==> src/rtl/bcg_pkg.sv <==
package bcg_pkg;
  typedef enum logic [2:0] {
    BL_ONE   = 3'b000,
    BL_TWO   = 3'b001,
    BL_FOUR  = 3'b010,
    BL_EIGHT = 3'b011,
    BL_RSV4  = 3'b100,
    BL_RSV5  = 3'b101,
    BL_RSV6  = 3'b110,
    BL_PAGE  = 3'b111
  } bl_code_e;

  function automatic logic bl_is_reserved(input logic [2:0] code);
    return (code == BL_RSV4) || (code == BL_RSV5) || (code == BL_RSV6);
  endfunction
endpackage

==> src/rtl/bcg_mode_decode.sv <==
module bcg_mode_decode #(
  parameter int COL_W = 9,
  parameter int CNT_W = 3
) (
  input  logic [2:0]       bl_code,
  input  logic             wr_single,
  input  logic             is_write,
  output logic             reserved,
  output logic             page,
  output logic [COL_W-1:0] mask,
  output logic [CNT_W-1:0] len_m1
);
  import bcg_pkg::*;

  bl_code_e eff;

  always_comb begin
    reserved = bl_is_reserved(bl_code);
    eff      = (is_write && wr_single) ? BL_ONE : bl_code_e'(bl_code);
    page     = 1'b0;
    mask     = '0;
    len_m1   = '0;
    case (eff)
      BL_TWO:   begin mask = COL_W'(1); len_m1 = CNT_W'(1); end
      BL_FOUR:  begin mask = COL_W'(3); len_m1 = CNT_W'(3); end
      BL_EIGHT: begin mask = COL_W'(7); len_m1 = CNT_W'(7); end
      BL_PAGE:  begin mask = '1;        page   = 1'b1;      end
      default:  begin mask = '0;        len_m1 = '0;        end
    endcase
  end
endmodule

==> src/rtl/bcg_wrap_step.sv <==
module bcg_wrap_step #(
  parameter int COL_W = 9
) (
  input  logic [COL_W-1:0] col,
  input  logic [COL_W-1:0] mask,
  output logic [COL_W-1:0] nxt
);
  logic [COL_W-1:0] inc;
  assign inc = col + COL_W'(1);

  for (genvar i = 0; i < COL_W; i++) begin : g_bit
    assign nxt[i] = mask[i] ? inc[i] : col[i];
  end
endmodule

==> src/rtl/burst_col_gen.sv <==
module burst_col_gen #(
  parameter int COL_W          = 9,
  parameter int BANK_W         = 2,
  parameter int MAX_FIXED_LOG2 = 3
) (
  input  logic              clk,
  input  logic              rst,
  input  logic              cmd_valid,
  input  logic              cmd_write,
  input  logic [COL_W-1:0]  cmd_col,
  input  logic [BANK_W-1:0] cmd_bank,
  input  logic [2:0]        mode_bl,
  input  logic              mode_wr_single,
  input  logic              burst_stop,
  output logic [COL_W-1:0]  col_out,
  output logic [BANK_W-1:0] bank_out,
  output logic              beat_valid,
  output logic              last_beat,
  output logic              mode_err
);
  localparam int CNT_W = MAX_FIXED_LOG2;

  logic              dec_reserved, dec_page;
  logic [COL_W-1:0]  dec_mask, step_col;
  logic [CNT_W-1:0]  dec_len_m1;

  logic [COL_W-1:0]  col_q, mask_q;
  logic [BANK_W-1:0] bank_q;
  logic [CNT_W-1:0]  cnt_q;
  logic              act_q, last_q, page_q, err_q;

  bcg_mode_decode #(.COL_W(COL_W), .CNT_W(CNT_W)) u_dec (
    .bl_code   (mode_bl),
    .wr_single (mode_wr_single),
    .is_write  (cmd_write),
    .reserved  (dec_reserved),
    .page      (dec_page),
    .mask      (dec_mask),
    .len_m1    (dec_len_m1)
  );

  bcg_wrap_step #(.COL_W(COL_W)) u_step (
    .col  (col_q),
    .mask (mask_q),
    .nxt  (step_col)
  );

  always_ff @(posedge clk) begin
    if (rst) begin
      act_q  <= 1'b0;
      last_q <= 1'b0;
      err_q  <= 1'b0;
      page_q <= 1'b0;
      col_q  <= '0;
      mask_q <= '0;
      bank_q <= '0;
      cnt_q  <= '0;
    end else if (cmd_valid) begin
      if (dec_reserved) begin
        act_q  <= 1'b0;
        last_q <= 1'b0;
        err_q  <= 1'b1;
      end else begin
        act_q  <= 1'b1;
        col_q  <= cmd_col;
        bank_q <= cmd_bank;
        mask_q <= dec_mask;
        page_q <= dec_page;
        cnt_q  <= dec_len_m1;
        last_q <= !dec_page && (dec_len_m1 == '0);
        err_q  <= 1'b0;
      end
    end else if (act_q) begin
      if (burst_stop || (!page_q && cnt_q == '0)) begin
        act_q  <= 1'b0;
        last_q <= 1'b0;
      end else begin
        col_q <= step_col;
        if (!page_q) begin
          cnt_q  <= cnt_q - CNT_W'(1);
          last_q <= (cnt_q == CNT_W'(1));
        end
      end
    end
  end

  assign col_out    = col_q;
  assign bank_out   = bank_q;
  assign beat_valid = act_q;
  assign last_beat  = last_q;
  assign mode_err   = err_q;
endmodule

==> config.mk <==
export PLATFORM = sky130hd
export DESIGN_NAME = burst_col_gen
export DESIGN_NICKNAME = d
export VERILOG_FILES = /design/src/rtl/bcg_pkg.sv /design/src/rtl/bcg_mode_decode.sv /design/src/rtl/bcg_wrap_step.sv /design/src/rtl/burst_col_gen.sv
export SDC_FILE = /design/constraint.sdc
export NUM_CORES = 1
export LEC_CHECK = 0
export BUFFER_PORTS_ARGS = -buffer_cell sky130_fd_sc_hd__buf_2
export CELL_PAD_IN_SITES_DETAIL_PLACEMENT = 2
export CELL_PAD_IN_SITES_GLOBAL_PLACEMENT = 2
export CORE_UTILIZATION = 29
export CTS_BUF_LIST = sky130_fd_sc_hd__clkbuf_16
export DETAILED_ROUTE_END_ITERATION = 10
export PLACE_DENSITY = 0.86
export SLEW_MARGIN = 20
export SYNTH_ARGS = -nofsm -noshare
export SYNTH_HDL_FRONTEND = slang
export SYNTH_SLANG_ARGS = --single-unit
==> constraint.sdc <==
create_clock -name clk -period 2.25 [get_ports clk]
set_clock_uncertainty 0.15 [all_clocks]
set_input_delay 0.45 -clock clk [delete_from_list [all_inputs] [get_ports clk]]
set_output_delay 0.45 -clock clk [all_outputs]
set_load 0.02 [all_outputs]
==> impl_metrics.env <==
export IMPL_drc=0
export IMPL_cp_arrival_ns=1.97
export IMPL_max_slew_margin_pct=69.3
export IMPL_coreArea_sq_mm=0.00403
export IMPL_holdWs_ns=0.298
export IMPL_grt_pass1_wl_microns=6350
export IMPL_setup_tns_final_ns=0
export IMPL_yosysSeqAreaShare_pct=34.2
export IMPL_ys_ff_latch=21
export IMPL_dp_hpwl_microns=3010
export IMPL_cts_setup_buffers=0
export IMPL_cp_slowest_stage_delay_ns=0.52
export IMPL_grt_max_degree=23
export IMPL_nFillCells=470
export IMPL_grt_use_total_pct=18.8
export IMPL_ys_warn_count=0
export IMPL_synth_edff_count=0
export IMPL_fp_dieArea_sq_mm=0.00450
export IMPL_wl_microns=3890
export IMPL_cts_resized=0
export IMPL_nets=212
export IMPL_numCtsBuffers=3
export IMPL_diodes=0
export IMPL_peakVddDrop_v=0.000235
export IMPL_r2r_setup_slack_ns=0.31
export IMPL_wl_met1_microns=1610
export IMPL_hold_path_class="primary input to register"
export IMPL_overflow=0
export IMPL_criticalPathCategory="register to register"
export IMPL_cts_max_level=1
export IMPL_clk_pin_slew_worst_paths_ns=0.06
export IMPL_drt_antenna_violating_nets=0
export IMPL_start_util_pct=30.5
export IMPL_clock_latency_ns=0.26
export IMPL_area_growth_pct=23.6
export IMPL_fin_crit_sh_pct=86.1
export IMPL_multi_input_area_sq_um=749
export IMPL_wl_met3_microns=133
export IMPL_start_kind="register"
export IMPL_drt_initial_drc_count=48
export IMPL_drv_slew=0
export IMPL_cts_hold_buf=0
export IMPL_critPathMaxFanout=4
export IMPL_dp_worst_setup_slack_ns=0.248
export IMPL_setup_violations=0
export IMPL_max_clock_path_buffers=2
export IMPL_die_y_microns=67.1
export IMPL_grt_pass1_vias=1408
export IMPL_dr_wl_met2_microns=2100
export IMPL_fin_crit_ns=1.94
export IMPL_routed_via_density=5.63
export IMPL_critPathRequiredTime_ns=2.28
export IMPL_synth_flop_cell="dfxtp_1"
export IMPL_hold_viol=0
export IMPL_regArea_sq_um=420
export IMPL_ys_types=44
export IMPL_final_layout_size_suffix_gt1_share_pct=25.1
export IMPL_antenna_found_initial=0
export IMPL_avgSynthCellArea_sq_um=7.93
export IMPL_path_cells="inv_1, ha_1, or3b_2, a32oi_1, o21ai_0, a21oi_1"
export IMPL_leakage_uw=0.000602
export IMPL_worstMarginPinSlew_ns=0.461
export IMPL_synthesis_area_sq_mm=0.00123
export IMPL_gp_congestion=0.804
export IMPL_top_layer_used="met4"
export IMPL_num_rows=23
export IMPL_status="completed"
export IMPL_cts_sinks=21
export IMPL_cts_root_buf="clkbuf_16"
export IMPL_die_w_microns=67.1
export IMPL_final_util_pct=37.7
export IMPL_timing_final_ws_setup_ns=0.312
export IMPL_ios=34
export IMPL_drt_pass1_iterations=4
export IMPL_cp_slowest_cell="or3b_2"
export IMPL_rsz0062_at_grt="false"
export IMPL_io_buffer_count=33
export IMPL_clock_fmax_mhz=516
export IMPL_critPathCaptureType="register"
export IMPL_powerDensity_mw_per_mm2=636
export IMPL_cts_tree="done"
export IMPL_synth_net_count=179
export IMPL_drt_wirelength_per_cell_microns=16.4
export IMPL_syn_instance_count=155
export IMPL_max_cap_viol_count=0
export IMPL_vias=1335
export IMPL_synthArstFlopShare_pct=0
-- through the flow --
| step | total power (uW) | instance area, sq um | cells |
|---|---|---|---|
| 5_1_grt | 1010 | 1520 | 237 |
| 2_1_floorplan | 526 | 1230 | 155 |
| 4_1_cts | 983 | 1520 | 237 |
| 6_report | 966 | 1520 | 237 |
| 3_3_place_gp | 581 | 1440 | 233 |
| 3_5_place_dp | 593 | 1440 | 233 |
-- synth_stat cells, drive strengths merged, types with 2 or more instances --
cell	count	share of area, %
a31oi	3	1.5
a41oi	2	1.4
nand4	3	1.5
o211ai	2	1.2
o31ai	2	1.2
nand3	10	4.1
a221oi	2	1.4
nor2	10	3.1
dfxtp	21	34
o21ai	9	3.7
nor2b	2	1.0
o41ai	2	1.4
a22oi	2	1.2
nor3b	2	2.1
clkbuf	5	1.5
inv	5	1.5
nand2b	4	2.0
a21boi	2	1.2
or3	2	1.0
nand2	16	5.1
a32oi	3	2.1
buf	3	1.7
mux2i	2	1.6
or2	2	1.0
a21oi	21	8.9
ha	4	4.1
-- state kept, by name (all words and copies together) (netlist names) --
register	cells
page_q	1
cnt_q	3
last_beat	1
bank_out	2
col_out	9
mode_err	1
mask_q	3
beat_valid	1
-- cell families (layout without fill, tap and decap cells) --
kind of cell               Yosys count  count (layout)  share of synthesized area [%]
AOI/OAI and AO/OA                   58              58                           30.8
and+or+nand+nor                     57              57                           24.5
DFF                                 21              21                           34.2
buffers and inverters               13              45                           4.79
adders and majority gates            4               4                           4.07
muxes                                2               2                           1.63
-- worst max-delay path, delay by kind of cell (launching register included) --
family | cells | cell delay [ns]
AO/OA/AOI/OAI | 3 | 0.56
AND/OR/NAND/NOR | 1 | 0.52
adder cells (fa/ha/maj) | 1 | 0.19
flip-flops | 1 | 0.34
buffers and inverters | 1 | 0.09
-- report_power, final --
part / internal, uW / switching (uW) / total, uW / leakage, uW
sequential: 391 / 19.4 / 411 / 0.000172
combinational: 67.6 / 105 / 172 / 0.000389
clock: 239 / 144 / 383 / 0.0000409
-- placed cells by master (no fill, tap or decap), types with 2 or more instances in the layout --
| cell type | Yosys | layout |
|---|---|---|
| nand4_1 | 3 | 3 |
| a31oi_1 | 3 | 3 |
| buf_4 | 0 | 3 |
| ha_1 | 4 | 4 |
| mux2i_1 | 2 | 2 |
| o31ai_1 | 2 | 2 |
| a22oi_1 | 2 | 2 |
| or3_1 | 2 | 2 |
| or2_2 | 2 | 2 |
| o21ai_0 | 9 | 9 |
| o41ai_1 | 2 | 2 |
| a221oi_1 | 2 | 2 |
| a21boi_0 | 2 | 2 |
| nor2b_1 | 2 | 2 |
| clkbuf_16 | 0 | 3 |
| nand2b_1 | 4 | 4 |
| nor2_1 | 10 | 10 |
| nand2_1 | 15 | 15 |
| a21oi_1 | 20 | 20 |
| a41oi_1 | 2 | 2 |
| dfxtp_1 | 21 | 21 |
| a32oi_1 | 3 | 3 |
| buf_2 | 2 | 33 |
| inv_1 | 5 | 5 |
| nand3_1 | 10 | 10 |
| o211ai_1 | 2 | 2 |
-- cell type report --
cell class | instances | share of cell area [%]
multi-input combinational | 121 | 49.3
inverter | 5 | 1.24
sequential | 21 | 27.7
timing repair buffer | 36 | 12.4
clock buffer | 3 | 4.94
clock inverter | 1 | 0.329
tap | 50 | 4.12
-- final timing paths --
path | to | cells past startpoint | startpoint
worst min register to register | mask_q[1] | 2 | mask_q[1]
worst min-delay path | bank_out[1] | 3 | cmd_bank[1]
worst max-delay path | col_out[2] | 6 | cnt_q[0]
worst max register to register | col_out[2] | 6 | cnt_q[0]
-- metal layers --
metal | global-route usage (%) | vias to the layer above
met4 | 4.79 | 0
met1 | 19.2 | 654
met3 | 3.25 | 5
li1 | - | 649
met5 | 0 | -
met2 | 37.8 | 27
Power figures use the tool's default switching activity.
